**src/rtl/pmic_regif_pkg.sv**
```systemverilog
package pmic_regif_pkg;

  localparam logic [7:0] A_REV  = 8'h01;
  localparam logic [7:0] A_OFF  = 8'h14;
  localparam logic [7:0] A_OSC  = 8'h15;
  localparam logic [7:0] A_DET  = 8'h16;
  localparam logic [7:0] A_GDIR = 8'h1D;
  localparam logic [7:0] A_GIN  = 8'h1E;
  localparam logic [7:0] A_GOUT = 8'h1F;
  localparam logic [7:0] A_BB   = 8'h20;

  localparam logic [7:0] REV_VAL  = 8'h22;
  localparam logic [7:0] VC_MAX   = 8'h12;
  localparam logic [7:0] BB_VAL   = 8'h0D;
  localparam logic [7:0] CLK_GOOD = 8'h80;

  function automatic logic is_store(logic [7:0] a);
    return (a >= 8'h02 && a <= 8'h13) || a == A_OSC || a == A_DET ||
           a == A_GDIR || a == A_GOUT || a == A_BB ||
           (a >= 8'h32 && a <= 8'h38) || a == 8'h3A;
  endfunction

  function automatic logic is_clamp(logic [7:0] a);
    return a == 8'h02 || a == 8'h04 || a == 8'h05;
  endfunction

  function automatic logic [7:0] wmask(logic [7:0] a);
    case (a)
      8'h06, 8'h0C, 8'h0D, 8'h0E, 8'h0F, 8'h10, 8'h11: return 8'h03;
      8'h07, 8'h3A:                                    return 8'h3F;
      8'h08, 8'h09, A_OSC, A_GOUT:                     return 8'h07;
      8'h0B, A_DET, 8'h36:                             return 8'h7F;
      8'h33, 8'h35:                                    return 8'h1F;
      8'h38:                                           return 8'h0F;
      A_GDIR:                                          return 8'h67;
      default:                                         return 8'hFF;
    endcase
  endfunction

  function automatic logic [7:0] dflt(logic [7:0] a);
    case (a)
      8'h02, 8'h05: return 8'h0C;
      8'h03, 8'h3A: return 8'h05;
      8'h04:        return 8'h02;
      8'h06, 8'h08, 8'h0E, 8'h36: return 8'h03;
      8'h07:        return 8'h33;
      8'h0A:        return 8'h95;
      8'h0B:        return 8'h7E;
      A_OSC:        return 8'h01;
      A_DET:        return 8'h09;
      A_GDIR:       return 8'h07;
      8'h37:        return 8'hC0;
      default:      return 8'h00;
    endcase
  endfunction

  function automatic logic [7:0] shape(logic [7:0] a, logic [7:0] v);
    logic [7:0] m;
    if (a == A_BB) return BB_VAL;
    if (is_clamp(a)) begin
      m = v & 8'h1F;
      return (m > VC_MAX) ? VC_MAX : m;
    end
    return v & wmask(a);
  endfunction

endpackage

```
**src/rtl/regfile_ptr.sv**
```systemverilog
module regfile_ptr #(
  parameter int PTR_W = 8
) (
  input  logic             clk_i,
  input  logic             rst_ni,
  input  logic             start_i,
  input  logic             wr_i,
  input  logic [PTR_W-1:0] wdata_i,
  input  logic             rd_i,
  input  logic             clr_i,
  output logic [PTR_W-1:0] ptr_o,
  output logic             wr_en_o,
  output logic             rd_en_o
);
  logic first_q;
  logic load;

  assign load    = wr_i && !start_i && first_q;
  assign wr_en_o = wr_i && !start_i && !first_q;
  assign rd_en_o = rd_i && !start_i && !wr_i;

  always_ff @(posedge clk_i or negedge rst_ni) begin
    if (!rst_ni)        first_q <= 1'b0;
    else if (start_i)   first_q <= 1'b1;
    else if (wr_i)      first_q <= 1'b0;
  end

  always_ff @(posedge clk_i or negedge rst_ni) begin
    if (!rst_ni)                  ptr_o <= '0;
    else if (clr_i)               ptr_o <= '0;
    else if (load)                ptr_o <= wdata_i;
    else if (wr_en_o || rd_en_o)  ptr_o <= ptr_o + 1'b1;
  end

  a_r1_ptr_load: assert property (@(posedge clk_i) disable iff (!rst_ni)
    load |=> ptr_o == $past(wdata_i));
  a_r2_ptr_step: assert property (@(posedge clk_i) disable iff (!rst_ni)
    (wr_en_o && !clr_i) |=> ptr_o == $past(ptr_o) + 1'b1);
  a_r3_rd_step: assert property (@(posedge clk_i) disable iff (!rst_ni)
    rd_en_o |=> ptr_o == $past(ptr_o) + 1'b1);
  a_r10_ptr_clr: assert property (@(posedge clk_i) disable iff (!rst_ni)
    clr_i |=> ptr_o == '0);

endmodule

```
**src/rtl/regfile_bank.sv**
```systemverilog
module regfile_bank
  import pmic_regif_pkg::*;
#(
  parameter int AW = 6,
  localparam int NREG = 1 << AW
) (
  input  logic                      clk_i,
  input  logic                      rst_ni,
  input  logic                      soft_clr_i,
  input  logic                      we_i,
  input  logic [AW-1:0]             waddr_i,
  input  logic [7:0]                wdata_i,
  output logic [NREG-1:0][7:0]      q_o
);
  for (genvar i = 0; i < NREG; i++) begin : g_reg
    localparam logic [7:0] ADR = 8'(i);
    if (is_store(ADR)) begin : g_store
      always_ff @(posedge clk_i or negedge rst_ni) begin
        if (!rst_ni)                              q_o[i] <= dflt(ADR);
        else if (soft_clr_i)                      q_o[i] <= dflt(ADR);
        else if (we_i && waddr_i == ADR[AW-1:0])  q_o[i] <= shape(ADR, wdata_i);
      end
      if (is_clamp(ADR)) begin : g_chk
        a_r5_vcore_max: assert property (@(posedge clk_i) disable iff (!rst_ni)
          q_o[i] <= VC_MAX);
      end
    end else begin : g_none
      assign q_o[i] = 8'h00;
    end
  end
endmodule

```
**src/rtl/regfile_rdmux.sv**
```systemverilog
module regfile_rdmux
  import pmic_regif_pkg::*;
#(
  parameter int AW    = 6,
  parameter int PTR_W = 8,
  localparam int NREG = 1 << AW
) (
  input  logic [PTR_W-1:0]     ptr_i,
  input  logic [NREG-1:0][7:0] q_i,
  input  logic [2:0]           gpio_i,
  output logic [7:0]           rdata_o
);
  logic [AW-1:0] idx;
  logic          in_space;
  logic [7:0]    gdir, gout;

  assign idx      = ptr_i[AW-1:0];
  assign in_space = (ptr_i >> AW) == '0;
  assign gdir     = q_i[A_GDIR[AW-1:0]];
  assign gout     = q_i[A_GOUT[AW-1:0]];

  always_comb begin
    rdata_o = 8'h00;
    if (in_space) begin
      case (8'(idx))
        A_REV:   rdata_o = REV_VAL;
        A_OSC:   rdata_o = q_i[idx] | CLK_GOOD;
        A_GIN:   rdata_o = {5'b0, gpio_i | (~gdir[2:0] & gout[2:0])};
        default: rdata_o = q_i[idx];
      endcase
    end
  end
endmodule

```
**src/rtl/pmic_regif.sv**
```systemverilog
module pmic_regif
  import pmic_regif_pkg::*;
#(
  parameter int PTR_W = 8,
  parameter int AW    = 6
) (
  input  logic             clk_i,
  input  logic             rst_ni,
  input  logic             start_i,
  input  logic             wr_i,
  input  logic [7:0]       wdata_i,
  input  logic             rd_i,
  output logic [7:0]       rdata_o,
  input  logic [2:0]       gpio_i,
  output logic [2:0]       gpio_o,
  output logic             stb_o,
  output logic [PTR_W-1:0] stb_addr_o,
  output logic [7:0]       stb_data_o
);
  localparam int NREG = 1 << AW;

  logic [PTR_W-1:0]     ptr;
  logic                 wr_en, rd_en, in_space, we, soft_clr;
  logic [NREG-1:0][7:0] q;
  logic [7:0]           rd_val;

  assign in_space = (ptr >> AW) == '0;
  assign we       = wr_en && in_space;
  assign soft_clr = we && ptr[AW-1:0] == A_OFF[AW-1:0] && wdata_i[0];

  regfile_ptr #(.PTR_W(PTR_W)) u_ptr (
    .clk_i, .rst_ni, .start_i, .wr_i,
    .wdata_i (wdata_i[PTR_W-1:0]),
    .rd_i, .clr_i(soft_clr), .ptr_o(ptr), .wr_en_o(wr_en), .rd_en_o(rd_en)
  );

  regfile_bank #(.AW(AW)) u_bank (
    .clk_i, .rst_ni, .soft_clr_i(soft_clr), .we_i(we),
    .waddr_i(ptr[AW-1:0]), .wdata_i, .q_o(q)
  );

  regfile_rdmux #(.AW(AW), .PTR_W(PTR_W)) u_rdmux (
    .ptr_i(ptr), .q_i(q), .gpio_i, .rdata_o(rd_val)
  );

  always_ff @(posedge clk_i or negedge rst_ni) begin
    if (!rst_ni)     rdata_o <= 8'h00;
    else if (rd_en)  rdata_o <= rd_val;
  end

  always_ff @(posedge clk_i or negedge rst_ni) begin
    if (!rst_ni) begin
      stb_o      <= 1'b0;
      stb_addr_o <= '0;
      stb_data_o <= 8'h00;
    end else begin
      stb_o <= wr_en;
      if (wr_en) begin
        stb_addr_o <= ptr;
        stb_data_o <= wdata_i;
      end
    end
  end

  assign gpio_o = q[A_GOUT[AW-1:0]][2:0];

  a_r4_rev_fixed: assert property (@(posedge clk_i) disable iff (!rst_ni)
    (rd_en && ptr == PTR_W'(A_REV)) |=> rdata_o == REV_VAL);
  a_r7_clk_good: assert property (@(posedge clk_i) disable iff (!rst_ni)
    (rd_en && ptr == PTR_W'(A_OSC)) |=> rdata_o[7]);
  a_r12_unmapped_zero: assert property (@(posedge clk_i) disable iff (!rst_ni)
    (rd_en && !in_space) |=> rdata_o == 8'h00);
  a_r10_soft_defaults: assert property (@(posedge clk_i) disable iff (!rst_ni)
    soft_clr |=> (q[A_DET[AW-1:0]] == 8'h09 && q[A_GDIR[AW-1:0]] == 8'h07));
  a_r13_strobe: assert property (@(posedge clk_i) disable iff (!rst_ni)
    wr_en |=> (stb_o && stb_data_o == $past(wdata_i) && stb_addr_o == $past(ptr)));
  a_r13_strobe_quiet: assert property (@(posedge clk_i) disable iff (!rst_ni)
    !wr_en |=> !stb_o);

endmodule

```
**config.mk**
```make
export PLATFORM = sky130hd
export DESIGN_NAME = pmic_regif
export DESIGN_NICKNAME = d
export VERILOG_FILES = /design/src/rtl/pmic_regif_pkg.sv /design/src/rtl/regfile_ptr.sv /design/src/rtl/regfile_bank.sv /design/src/rtl/regfile_rdmux.sv /design/src/rtl/pmic_regif.sv
export SDC_FILE = /design/constraint.sdc
export NUM_CORES = 1
export LEC_CHECK = 0
export BUFFER_PORTS_ARGS = -buffer_cell sky130_fd_sc_hd__buf_2
export CORE_ASPECT_RATIO = 1.2
export CORE_MARGIN = 5
export CORE_UTILIZATION = 35
export CTS_BUF_LIST = sky130_fd_sc_hd__clkbuf_2
export DETAILED_ROUTE_END_ITERATION = 10
export PLACE_DENSITY = 0.63
export SLEW_MARGIN = 20
export SYNTH_ARGS = -nofsm -noshare
export SYNTH_HDL_FRONTEND = slang
export SYNTH_HIERARCHICAL = 1
export SYNTH_SLANG_ARGS = --single-unit
export TNS_END_PERCENT = 30
```
**constraint.sdc**
```tcl
create_clock -name clk_i -period 2.7 [get_ports clk_i]
set_clock_uncertainty 0.15 [all_clocks]
set_input_delay 0.54 -clock clk_i [delete_from_list [all_inputs] [get_ports clk_i]]
set_output_delay 0.54 -clock clk_i [all_outputs]
set_load 0.005 [all_outputs]
```
# Word-level counts from Yosys, hierarchy flattened

Cells that the tools add are included.

Magnitude comparators: 2
Add/sub/neg operators: 1
Reductions and logical operators: 77
Equality and inequality tests: 34
Muxes and demuxes: 150
Bitwise logic cells: 34

Operator list:

| kind                | count |
|---|---|
| $mux 8              | 137 |
| $and 8x8->8         | 31 |
| $reduce_bool 2->1   | 32 |
| $eq 6x5->1 const B  | 10 |
| $eq 6x6->1 const B  | 9 |
| $bmux 8 s6          | 1 |
| $eq 6x4->1 const B  | 8 |
| $logic_and 1x1->1   | 39 |
| $eq 6x3->1 const B  | 4 |
| $pmux 8 s3          | 1 |
| $eq 6x2->1 const B  | 2 |
| $mux 1              | 10 |
| $add 8x1->8 const B | 1 |
| $logic_not 8->1     | 1 |
| $lt 6x7->1 const B  | 1 |
| $eq 6x1->1 const B  | 1 |
| $gt 5x5->1 const B  | 1 |
| $mux 5              | 1 |
| $and 3x3->3         | 1 |
| $logic_not 1->1     | 3 |
| $not 3->3           | 1 |
| $or 3x3->3          | 1 |
| $reduce_bool 3->1   | 1 |
| $logic_or 1x1->1    | 1 |

Bits of input ports: 16
Output and inout port bits: 28
Register bits after elaboration: 282

# Longest topological paths before layout

Gate-level depths: netlist (run 1).

Depth in word-level cells: 14
Mapped depth: 10

# Hierarchy

The synthesis (run 1) kept the hierarchy.

By module, submodules not included:

| module        | cells each | instances | area an instance (µm²) | sequential area each (µm²) |
|---|---|---|---|---|
| regfile_bank  | 1,054      | 1         | 9,519.1                | 3,802.4 |
| regfile_rdmux | 339        | 1         | 4,300.4                | 0.0 |
| pmic_regif    | 56         | 1         | 1,011.0                | 625.6 |
| regfile_ptr   | 63         | 1         | 563.0                  | 225.2 |

# Worst setup path before layout (run 1)

OpenSTA, ideal clock, no wires.

Kind: reg2reg
From: register u_ptr.ptr_o[0]
To: register rdata_o[6]
Library setup time: 125 ps
Cell stages (with the launch flop): 8
Required time: 2,425 ps
Path slack: 19 ps
Arrival time: 2,406 ps
Cell sequence: dfrtp_1 -> buf_4 -> buf_2 -> mux4_2 -> mux4_2 -> nand2_1 -> o221ai_1 -> mux2_2

Longest elaborated chain between the ends: 4

Ends and longest elaborated chain:

| what                         | RTL line                                 | RTL |
|---|---|---|
| start: declaration           | regfile_ptr.sv:11                        | `output logic [PTR_W-1:0] ptr_o,` |
| start signal: assignment     | regfile_ptr.sv:31                        | `else if (load) ptr_o <= wdata_i;` |
| start signal: assignment     | regfile_ptr.sv:32                        | `else if (wr_en_o \|\| rd_en_o) ptr_o <= ptr_o + 1'b1;` |
| $bmux 8 s6                   | regfile_rdmux.sv:27, regfile_rdmux.sv:29 |  |
| $mux 8 (implied by the code) | regfile_rdmux.sv:29                      | `default: rdata_o = q_i[idx];` |
| $pmux 8 s3 (*)               | regfile_rdmux.sv:25                      | `case (8'(idx))` |
| $mux 8 (*)                   | regfile_rdmux.sv:24                      | `if (in_space) begin` |
| via rd_val[6]                | pmic_regif.sv:25                         | `logic [7:0] rd_val;` |
| end signal: assignment       | pmic_regif.sv:48                         | `else if (rd_en) rdata_o <= rd_val;` |
| end: declaration             | pmic_regif.sv:13                         | `output logic [7:0] rdata_o,` |

Mark *: on every way through the listed nets, which the timed path passes. The rest lies on a longest branch. The select of a mux whose other input is x is not followed.
A chain may end at the register's enable or synchronous reset.

# Worst setup path after layout (run 1)

From: register u_ptr.ptr_o[0]
To: register rdata_o[0]

The elaborated chain is that of the path after synthesis.

==> results of run 1 <==
[sequential cells by signal, indices dropped and copies added (netlist names)]
register	cells
u_bank/q_o	150
rdata_o	8
stb_addr_o	8
stb_data_o	8
u_ptr/ptr_o	8
stb_o	1
u_ptr/first_q	1
[worst reg2reg max path, delay by kind of cell (launching register included)]
| family | cells | cell delay (ns) |
|---|---|---|
| flops | 1 | 0.52 |
| buf+inv | 2 | 0.30 |
| compound gates | 1 | 0.13 |
| mux | 4 | 1.50 |
[cell type report]
cell class	instances	area (um^2)
Timing Repair Buffer	159	1480
Fill cell	4327	27700
Sequential cell	184	4670
Inverter	9	33.8
Tap cell	559	699
Clock inverter	11	124
Clock buffer	20	100
Antenna cell	1	2.50
Multi-Input combinational cell	1186	8780
[metal layers]
layer | global-route usage [%] | vias to the layer above | part of all wire, %
met5 | 0 | - | 0
met4 | 6.11 | 0 | 3.4
met3 | 2.21 | 88 | 6.3
met2 | 29.1 | 505 | 49
met1 | 22.3 | 5626 | 41
li1 | - | 4924 | -
[power by group through the flow]
stage,clock [mW],combinational (mW),sequential [mW]
finish,1.43,4.77,3.23
floorplan,0,3.46,3.16
detailed placement,0,4.42,3.29
CTS,1.48,4.55,3.23
global route,1.59,5.09,3.27
global placement,0,4.40,3.29
[worst max-delay path by stage]
stage                     depth (start not counted)           start         end
after global placement                            8  u_ptr/ptr_o[0]  rdata_o[2]
after detailed placement                          8  u_ptr/ptr_o[0]  rdata_o[1]
after global routing                              7  u_ptr/ptr_o[0]  rdata_o[2]
after CTS                                         7  u_ptr/ptr_o[0]  rdata_o[4]
after floorplan                                   7  u_ptr/ptr_o[0]  rdata_o[6]
final                                             7  u_ptr/ptr_o[0]  rdata_o[0]
[through the flow]
step	cell area [um^2]	cells	hold slack, ns
floorplan	16700	1863	0.0944
CTS	15800	2125	0.320
finish	15900	2129	0.382
global placement	15300	2070	0.340
detailed placement	15300	2070	0.341
global route	15900	2129	0.351
[timing repair]
| item | CTS | global route |
|---|---|---|
| setup endpoints to repair | 8 | 9 |
| pin swaps | 0 | 8 |
| setup buffers | 5 | 2 |
| hold endpoints to repair | 273 | 0 |
| gates cloned | 1 | 1 |
| hold buffers | 18 | 0 |
| gates resized for setup | 7 | 21 |
==> impl_metrics.json, run 1 <==
{
  "fp-row-count": 84,
  "io_buffers": 43,
  "grt_overflow": 0,
  "power.density_nw_per_um2": 594,
  "cts_inserted_buffers": 17,
  "leakage_nw": 6.96,
  "layout_common_cells": "conb_1 (356), dfrtp_1 (141), mux4_2 (131), nand3_1 (121), o21ai_0 (108)",
  "max-clock-path-buffers": 2,
  "setup_viol": 0,
  "cts.sinks": 184,
  "p_seq_share_pct": 34.3,
  "die_area_um2": 48200,
  "drt_wl_total_mm": 41.2,
  "cts-htree-levels": 4,
  "dpl.hpwl_mm": 28.8,
  "synth_cells": 1508,
  "tightest_slew_ns": 0.874,
  "grt_pass1_vias": 11200,
  "reg2reg_slack_ns": 0.02,
  "switching_share_pct": 40.4,
  "worstRegToRegCells": 7,
  "core-area_um2": 43600,
  "min_path_cells": 2,
  "slew_viol_final": 0,
  "min_to": "u_bank/q_o[446]",
  "crit_path_top_delay_cell": "mux4_2",
  "cp_slowest_stage_delay_ns": 0.54,
  "via_per_inst": 5.23,
  "drtIter0Drc": 993,
  "tns_ns": 0,
  "min_from": "u_bank/q_o[446]",
  "cts_tree": "yes",
  "die_w_um": 201,
  "required_ns": 3.32,
  "status": "completed",
  "vias": 11100,
  "switchingPower_mw": 3.81,
  "clk_pin_slew_ns": 0.28,
  "drc": 0,
  "die_y_um": 240,
  "syn_area_um2": 15400,
  "grt_max_degree": 64,
  "layout_min_cycle_time_ns": 2.68,
  "ir_drop_v": 0.000398,
  "layout_setup_ws_ns": 0.0225,
  "clock_latency_ns": 0.86,
  "initial_core_util_pct": 35.2,
  "slew_headroom_pct": 41.5,
  "drive_gt1_share_pct": 25.9,
  "antenna_found_initial": 1,
  "combPwrFrac_pct": 50.6,
  "start_kind": "flip-flop",
  "yosysWarnings": 6,
  "cp.arrival_ns": 3.30,
  "pin_count": 44,
  "p_total_mw": 9.43,
  "syn_to_final_growth_pct": 3.41,
  "ant_nets": 0,
  "critPathKind": "reg -> reg",
  "grt_pass1_wl_mm": 64.6,
  "max_freq_mhz": 373,
  "ctsRootBufferMaster": "clkbuf_2",
  "gp_congestion": 0.865,
  "drv_cap": 0,
  "critPathTopFamily": "multiplexers",
  "postLayoutCoreUtil_pct": 36.4,
  "final_common_cell": "conb_1",
  "crit_path_end_kind": "flip-flop",
  "crit_chain": "buf_12 > buf_12 > mux4_2 > mux4_2 > mux2i_2 > o221ai_1 > mux2_4",
  "dp_slack_ns": -0.100,
  "min_path_type": "reg -> reg",
  "cp_num_buf_inv": 2,
  "r2r_start": "u_ptr/ptr_o[0]",
  "syn_area_per_cell_um2": 10.2,
  "wire_per_inst_um": 19.3,
  "grt_usage_pct": 17.0,
  "crit_path_max_fanout": 7,
  "p_int_mw": 5.63,
  "nets": 1574,
  "drt_pre_antenna_iters": 7,
  "rsz0062_at_grt": "true",
  "hold_viol": 0,
  "timing.final.crit_share_pct": 99.2,
  "r2r_end": "rdata_o[0]",
  "p_clk_share_pct": 15.1
}
Power figures use the tool's default switching activity.
==> run 2: changes to the inputs <==
--- a/config.mk
+++ b/config.mk
@@ -5,13 +5,14 @@
 export SDC_FILE = /design/constraint.sdc
 export NUM_CORES = 1
 export LEC_CHECK = 0
+export ABC_AREA = 1
 export BUFFER_PORTS_ARGS = -buffer_cell sky130_fd_sc_hd__buf_2
 export CORE_ASPECT_RATIO = 1.2
 export CORE_MARGIN = 5
-export CORE_UTILIZATION = 35
+export CORE_UTILIZATION = 31
 export CTS_BUF_LIST = sky130_fd_sc_hd__clkbuf_2
 export DETAILED_ROUTE_END_ITERATION = 10
-export PLACE_DENSITY = 0.63
+export PLACE_DENSITY = 0.58
 export SLEW_MARGIN = 20
 export SYNTH_ARGS = -nofsm -noshare
 export SYNTH_HDL_FRONTEND = slang
==> run 2 against run 1 <==
Effect of this change: critical path depth rose by 7; critical path type unchanged; sequential share of layout area down 0.53 points; count of clock-buffer cells in the layout fell by 2; highest routed layer unchanged; clock power decreased by 3%; maximum frequency is 8.9% higher.
==> impl_metrics.json, run 2 <==
{
  "grt_pass1_wl_mm": 71.8,
  "registers.top_by_ff_count": "u_bank/q_o",
  "cts.sinks": 184,
  "synthSimpleGateAreaFrac_pct": 33.0,
  "grt_pass1_vias": 12900,
  "fin_area_um2": 16200,
  "synth_xor_area_share_pct": 0.164,
  "vias": 14000,
  "ctsRootBufferMaster": "clkbuf_2",
  "power.density_nw_per_um2": 652,
  "place_area_um2": 15700,
  "tightest_slew_ns": 1.02,
  "final_common_cell": "nand2_1",
  "max_freq_mhz": 407,
  "r2r_end": "rdata_o[0]",
  "nets": 2530,
  "layout_common_cells": "nand2_1 (697), conb_1 (360), nor2_1 (358), o21ai_0 (231), nand3_1 (204)",
  "crit_path_start": "u_ptr/ptr_o[0]",
  "crit_path_end_kind": "flip-flop",
  "drv_cap": 0,
  "pin_count": 44,
  "gp_congestion": 0.850,
  "min_path_type": "in -> async",
  "crit_path_top_delay_cell": "dfrtp_4",
  "crit_chain": "clkinv_8 > buf_4 > o21ai_1 > o21ai_1 > nand2_1 > nand2_1 > nor2_1 > nor2_1 > nor2_2 > nand2_1 > nand2_1 > nand2_1 > nand2_1 > o21ai_0",
  "wire_per_inst_um": 14.1,
  "worstRegToRegCells": 14,
  "regArea_um2": 4660,
  "setup_viol": 0,
  "r2r_start": "u_ptr/ptr_o[0]",
  "synth_top_family_by_area": "simple AND/OR/NAND/NOR gates",
  "synthTopCellsByCount": "nand2_1 (697), buf_4 (380), nor2_1 (364)",
  "grt_max_degree": 79,
  "drt_wl_total_mm": 44.9,
  "ant_nets": 0,
  "largest_register_ffs": 150,
  "critPathKind": "reg -> reg",
  "p_total_mw": 10.5,
  "via_per_inst": 4.39,
  "synth_area_leaders": "dfrtp_1 (23%), buf_4 (18%), nand2_1 (16%)",
  "die_y_um": 259,
  "status": "completed",
  "die_area_um2": 56200,
  "dp_slack_ns": 0.201,
  "cts_tree": "yes",
  "yosysWarnings": 6,
  "yosysTopAreaCell": "dfrtp_1",
  "ir_drop_v": 0.000450,
  "fp-row-count": 91,
  "syn_area_per_cell_um2": 6.42,
  "hold_viol": 0,
  "timing.final.crit_share_pct": 91.0,
  "clock_latency_ns": 0.84,
  "cp_num_buf_inv": 2,
  "postLayoutCoreUtil_pct": 31.5,
  "synth_cell_type_count": 37,
  "die_w_um": 217,
  "synth-edff-count": 0,
  "syn_to_final_growth_pct": 1.15,
  "synth_cells": 2488,
  "io_buffers": 43,
  "fillCellCount": 5723,
  "ys.flop_type": "dfrtp_1",
  "core-area_um2": 51200,
  "max-clock-path-buffers": 2,
  "grt_overflow": 0,
  "required_ns": 3.32,
  "cp_common_cell": "nand2_1",
  "initial_core_util_pct": 31.2,
  "grt_usage_pct": 15.8,
  "synthAdderAreaFrac_pct": 0.0783,
  "start_kind": "flip-flop",
  "slew_viol_final": 0,
  "antenna_found_initial": 1,
  "cts_inserted_buffers": 17,
  "cp_slowest_stage_delay_ns": 0.59,
  "leakage_nw": 8.55,
  "synth_mux_area_share_pct": 0,
  "drive_gt1_share_pct": 9.30,
  "drt_pre_antenna_iters": 5,
  "drtIter0Drc": 1318,
  "slew_headroom_pct": 31.4,
  "rsz0062_at_grt": "true",
  "ys_seq_area_share_pct": 29.1,
  "synthArstFlopShare_pct": 100,
  "critPathTopFamily": "simple AND/OR/NAND/NOR gates",
  "crit_path_max_fanout": 28,
  "layout_setup_ws_ns": 0.242,
  "reg2reg_slack_ns": 0.24,
  "yosysTopAreaCellShare_pct": 22.7,
  "drc": 0,
  "cts-htree-levels": 4,
  "synth.most_common_cell": "nand2_1",
  "worst-path-stages": 14,
  "layout_min_cycle_time_ns": 2.46,
  "multi_input_comb_area_um2": 8690,
  "cp.arrival_ns": 3.07,
  "syn_area_um2": 16000,
  "synth_compound_area_share_pct": 12.5,
  "clk_pin_slew_ns": 0.29,
  "dpl.hpwl_mm": 30.3,
  "synth-seq-cells": 184
}
[run 2: cell families (layout without fill, tap and decap cells)]
group,after synthesis,in the layout
xor+xnor,3,3
flops,184,184
other cells,1,361
simple gates,1302,1302
fa+ha+maj,1,1
buf+inv,620,299
compound gates,377,377
[run 2: per-layer routing]
| layer | wire length, um | vias to the layer above | GRT usage, % |
|---|---|---|---|
| li1 | - | 7278 | - |
| met1 | 21100 | 6327 | 21.7 |
| met2 | 20800 | 310 | 26.2 |
| met3 | 2010 | 52 | 2.07 |
| met4 | 978 | 0 | 4.28 |
| met5 | 0 | - | 0 |
[run 2: worst max path at each step]
stage	end	slack, ns
global placement	rdata_o[3]	0.22
CTS	rdata_o[1]	0.16
floorplan	u_bank/q_o[81]	0.37
global route	rdata_o[0]	-0.02
detailed placement	rdata_o[3]	0.20
finish	rdata_o[0]	0.24
[run 2: area by class of cell]
class                   instances  area share [%]
flip-flops and latches        184            28.8
inverters                     127            3.04
clock buffers                  18           0.557
clock inverters                14           0.782
well taps                     651            5.04
multi-input cells            2043            53.8
diodes                          1          0.0155
repair buffers                140            7.97
[run 2: report_power, final]
part	switching, mW	total, mW	internal, mW
Clock	1.04	1.38	0.343
Combinational	3.72	5.76	2.04
Sequential	0.272	3.40	3.13
Total	5.04	10.5	5.50
[run 2: per-stage QoR]
stage / hold WS, ns / TNS, ns / std cells
3_5_place_dp: 0.307 / 0 / 3121
3_3_place_gp: 0.306 / 0 / 3121
6_report: 0.168 / 0 / 3178
5_1_grt: 0.0592 / -0.0162 / 3178
4_1_cts: 0.0470 / 0 / 3175
2_1_floorplan: 0.0944 / 0 / 2847
[run 2: repair_timing]
item / 4_1_cts / 5_1_grt
setup endpoints to repair: 0 / 6
endpoints found under the hold margin: 212 / 0
setup buffers: 0 / 2
resized for setup: 0 / 10
hold buffers: 22 / 0
[run 2: worst register-to-register path: stages, from the launching register on]
cell and delay [ns]:
dfrtp_4 0.59, clkinv_8 0.18, buf_4 0.24, o21ai_1 0.18
o21ai_1 0.09, nand2_1 0.06, nand2_1 0.05, nor2_1 0.23
nor2_1 0.09, nor2_2 0.22, nand2_1 0.08, nand2_1 0.06
nand2_1 0.05, nand2_1 0.06, o21ai_0 0.07
==> run 3: changes to the inputs <==
--- a/config.mk
+++ b/config.mk
@@ -5,7 +5,6 @@
 export SDC_FILE = /design/constraint.sdc
 export NUM_CORES = 1
 export LEC_CHECK = 0
-export ABC_AREA = 1
 export BUFFER_PORTS_ARGS = -buffer_cell sky130_fd_sc_hd__buf_2
 export CORE_ASPECT_RATIO = 1.2
 export CORE_MARGIN = 5
==> run 3 against run 2 <==
Effect of this change: final cell count shrank 30%; worst setup slack worse by 0.24 ns; non-clock buffer count up 32; routed wire length shrank 6.2%; sequential share of layout area rose by 0.26 points; critical path depth decreased by 6; sequential cell count unchanged; register-to-register slack worse by 0.24 ns; utilization increased by 1.1 points; power is 9.1% lower; first-iteration DRC count shrank 15%; critical path type unchanged; critical endpoint is now rdata_o[4].
==> impl_metrics.json, run 3 (synthesized netlist as in run 1, its figures left out) <==
{
  "timing.hold.ws_ns": 0.371,
  "antenna_found_initial": 1,
  "min_path_type": "reg -> reg",
  "gp_congestion": 0.853,
  "final_common_cell": "conb_1",
  "die_area_um2": 54100,
  "clk_pin_slew_ns": 0.28,
  "cts_inserted_buffers": 17,
  "setup_viol": 0,
  "via_per_inst": 4.99,
  "grt_overflow": 0,
  "cts-htree-levels": 4,
  "start_kind": "flip-flop",
  "die_w_um": 213,
  "ir_drop_v": 0.000393,
  "core-area_um2": 49100,
  "wire_per_inst_um": 19.0,
  "drt_pre_antenna_iters": 7,
  "syn_to_final_growth_pct": 4.40,
  "pin_count": 44,
  "critPathKind": "reg -> reg",
  "tightest_slew_ns": 0.779,
  "nets": 1587,
  "max_freq_mhz": 371,
  "drc": 0,
  "drive_gt1_share_pct": 26.5,
  "postLayoutCoreUtil_pct": 32.7,
  "registers.top_by_ff_count": "u_bank/q_o",
  "dpl.hpwl_mm": 29.2,
  "tns_ns": 0,
  "fin_area_um2": 16000,
  "initial_core_util_pct": 31.3,
  "hold_viol": 0,
  "place_area_um2": 15400,
  "grt_max_degree": 65,
  "rsz0062_at_grt": "true",
  "drtIter0Drc": 1122,
  "grt_usage_pct": 15.5,
  "cts.sinks": 184,
  "clock_latency_ns": 0.84,
  "vias": 11100,
  "die_y_um": 254,
  "cts_tree": "yes",
  "fillCellCount": 4999,
  "leakage_nw": 7.01,
  "status": "completed",
  "io_buffers": 43,
  "largest_register_ffs": 150,
  "slew_headroom_pct": 47.6,
  "drv_cap": 0,
  "layout_min_cycle_time_ns": 2.70,
  "fp-row-count": 89,
  "crit_path_end_kind": "flip-flop",
  "slew_viol_final": 0,
  "ctsRootBufferMaster": "clkbuf_2",
  "layout_common_cells": "conb_1 (356), dfrtp_1 (141), mux4_2 (131), nand3_1 (121), o21ai_0 (108)",
  "crit_path_max_fanout": 5,
  "ant_nets": 0,
  "grt_pass1_wl_mm": 65.0,
  "timing.final.crit_share_pct": 99.9,
  "drt_wl_total_mm": 42.1,
  "grt_pass1_vias": 10900,
  "required_ns": 3.34,
  "power.density_nw_per_um2": 597,
  "max-clock-path-buffers": 2,
  "cp.arrival_ns": 3.34
}
-- run 3: cell count changes in the layout (fill, tap and decap cells not counted), sizes merged, moves of 40 or more --
cell and delta:
mux4 +131, mux2i +56, nor2 -319, nand2 -642, inv -121, nand3 -84, a21oi +60, o22ai -64
mux2 +40, o21ai -164
-- run 3: through the flow --
step / instances / power (mW) / setup WS [ns]
2_1_floorplan: 1863 / 6.62 / 0.0188
3_3_place_gp: 2159 / 7.81 / -0.0149
3_5_place_dp: 2159 / 7.84 / -0.0151
4_1_cts: 2213 / 9.45 / -0.0155
5_1_grt: 2221 / 10.1 / -0.0992
6_report: 2221 / 9.58 / 0.00136
-- run 3: critical path, cell delays in order, from the launching register on --
cell	delay, ns
dfrtp_4	0.51
buf_8	0.16
mux4_2	0.50
mux4_2	0.48
nor2_2	0.10
buf_4	0.13
nor2_1	0.04
o32a_1	0.31
mux2_2	0.26
-- run 3: layout make-up --
class                           count  area [um^2]  area share (%)
Inverter                            9         33.8           0.211
Antenna cell                        1         2.50          0.0156
Clock inverter                     13          155           0.967
Timing Repair Buffer              172         1530            9.56
Multi-Input combinational cell   1186         8760            54.6
Sequential cell                   184         4670            29.1
Tap cell                          637          797            4.97
Clock buffer                       19         95.1           0.593
-- run 3: power by group --
group / total, mW / leakage [nW] / switching (mW) / internal (mW)
Clock: 1.52 / 0.151 / 0.999 / 0.518
Combinational: 4.85 / 4.50 / 2.58 / 2.27
Sequential: 3.22 / 2.36 / 0.256 / 2.96
Total: 9.58 / 7.01 / 3.84 / 5.75
-- run 3: worst paths after layout --
path,end,slack [ns],start,depth (start not counted)
max,rdata_o[4],0.001,u_ptr/ptr_o[0],8
min,u_bank/q_o[24],0.37,u_bank/q_o[24],2
max reg2reg,rdata_o[4],0.001,u_ptr/ptr_o[0],8
min reg2reg,u_bank/q_o[24],0.37,u_bank/q_o[24],2
max in group asynchronous,stb_addr_o[4],0.80,rst_ni,4
min in group asynchronous,u_bank/q_o[20],0.60,rst_ni,3
-- run 3: repair_timing --
action,CTS,global route
pin swaps,0,2
cloned,1,2
endpoints found under the setup margin,3,8
hold endpoints to repair,271,0
resized for setup,0,14
hold buffers,18,0
setup buffers,3,6
-- run 3: layer usage --
metal | GRT usage [%] | wire, um | vias up
met5 | 0 | 0 | -
met4 | 4.43 | 1040 | 0
li1 | - | - | 4942
met2 | 25.9 | 20800 | 384
met1 | 20.9 | 17900 | 5700
met3 | 2.21 | 2350 | 65
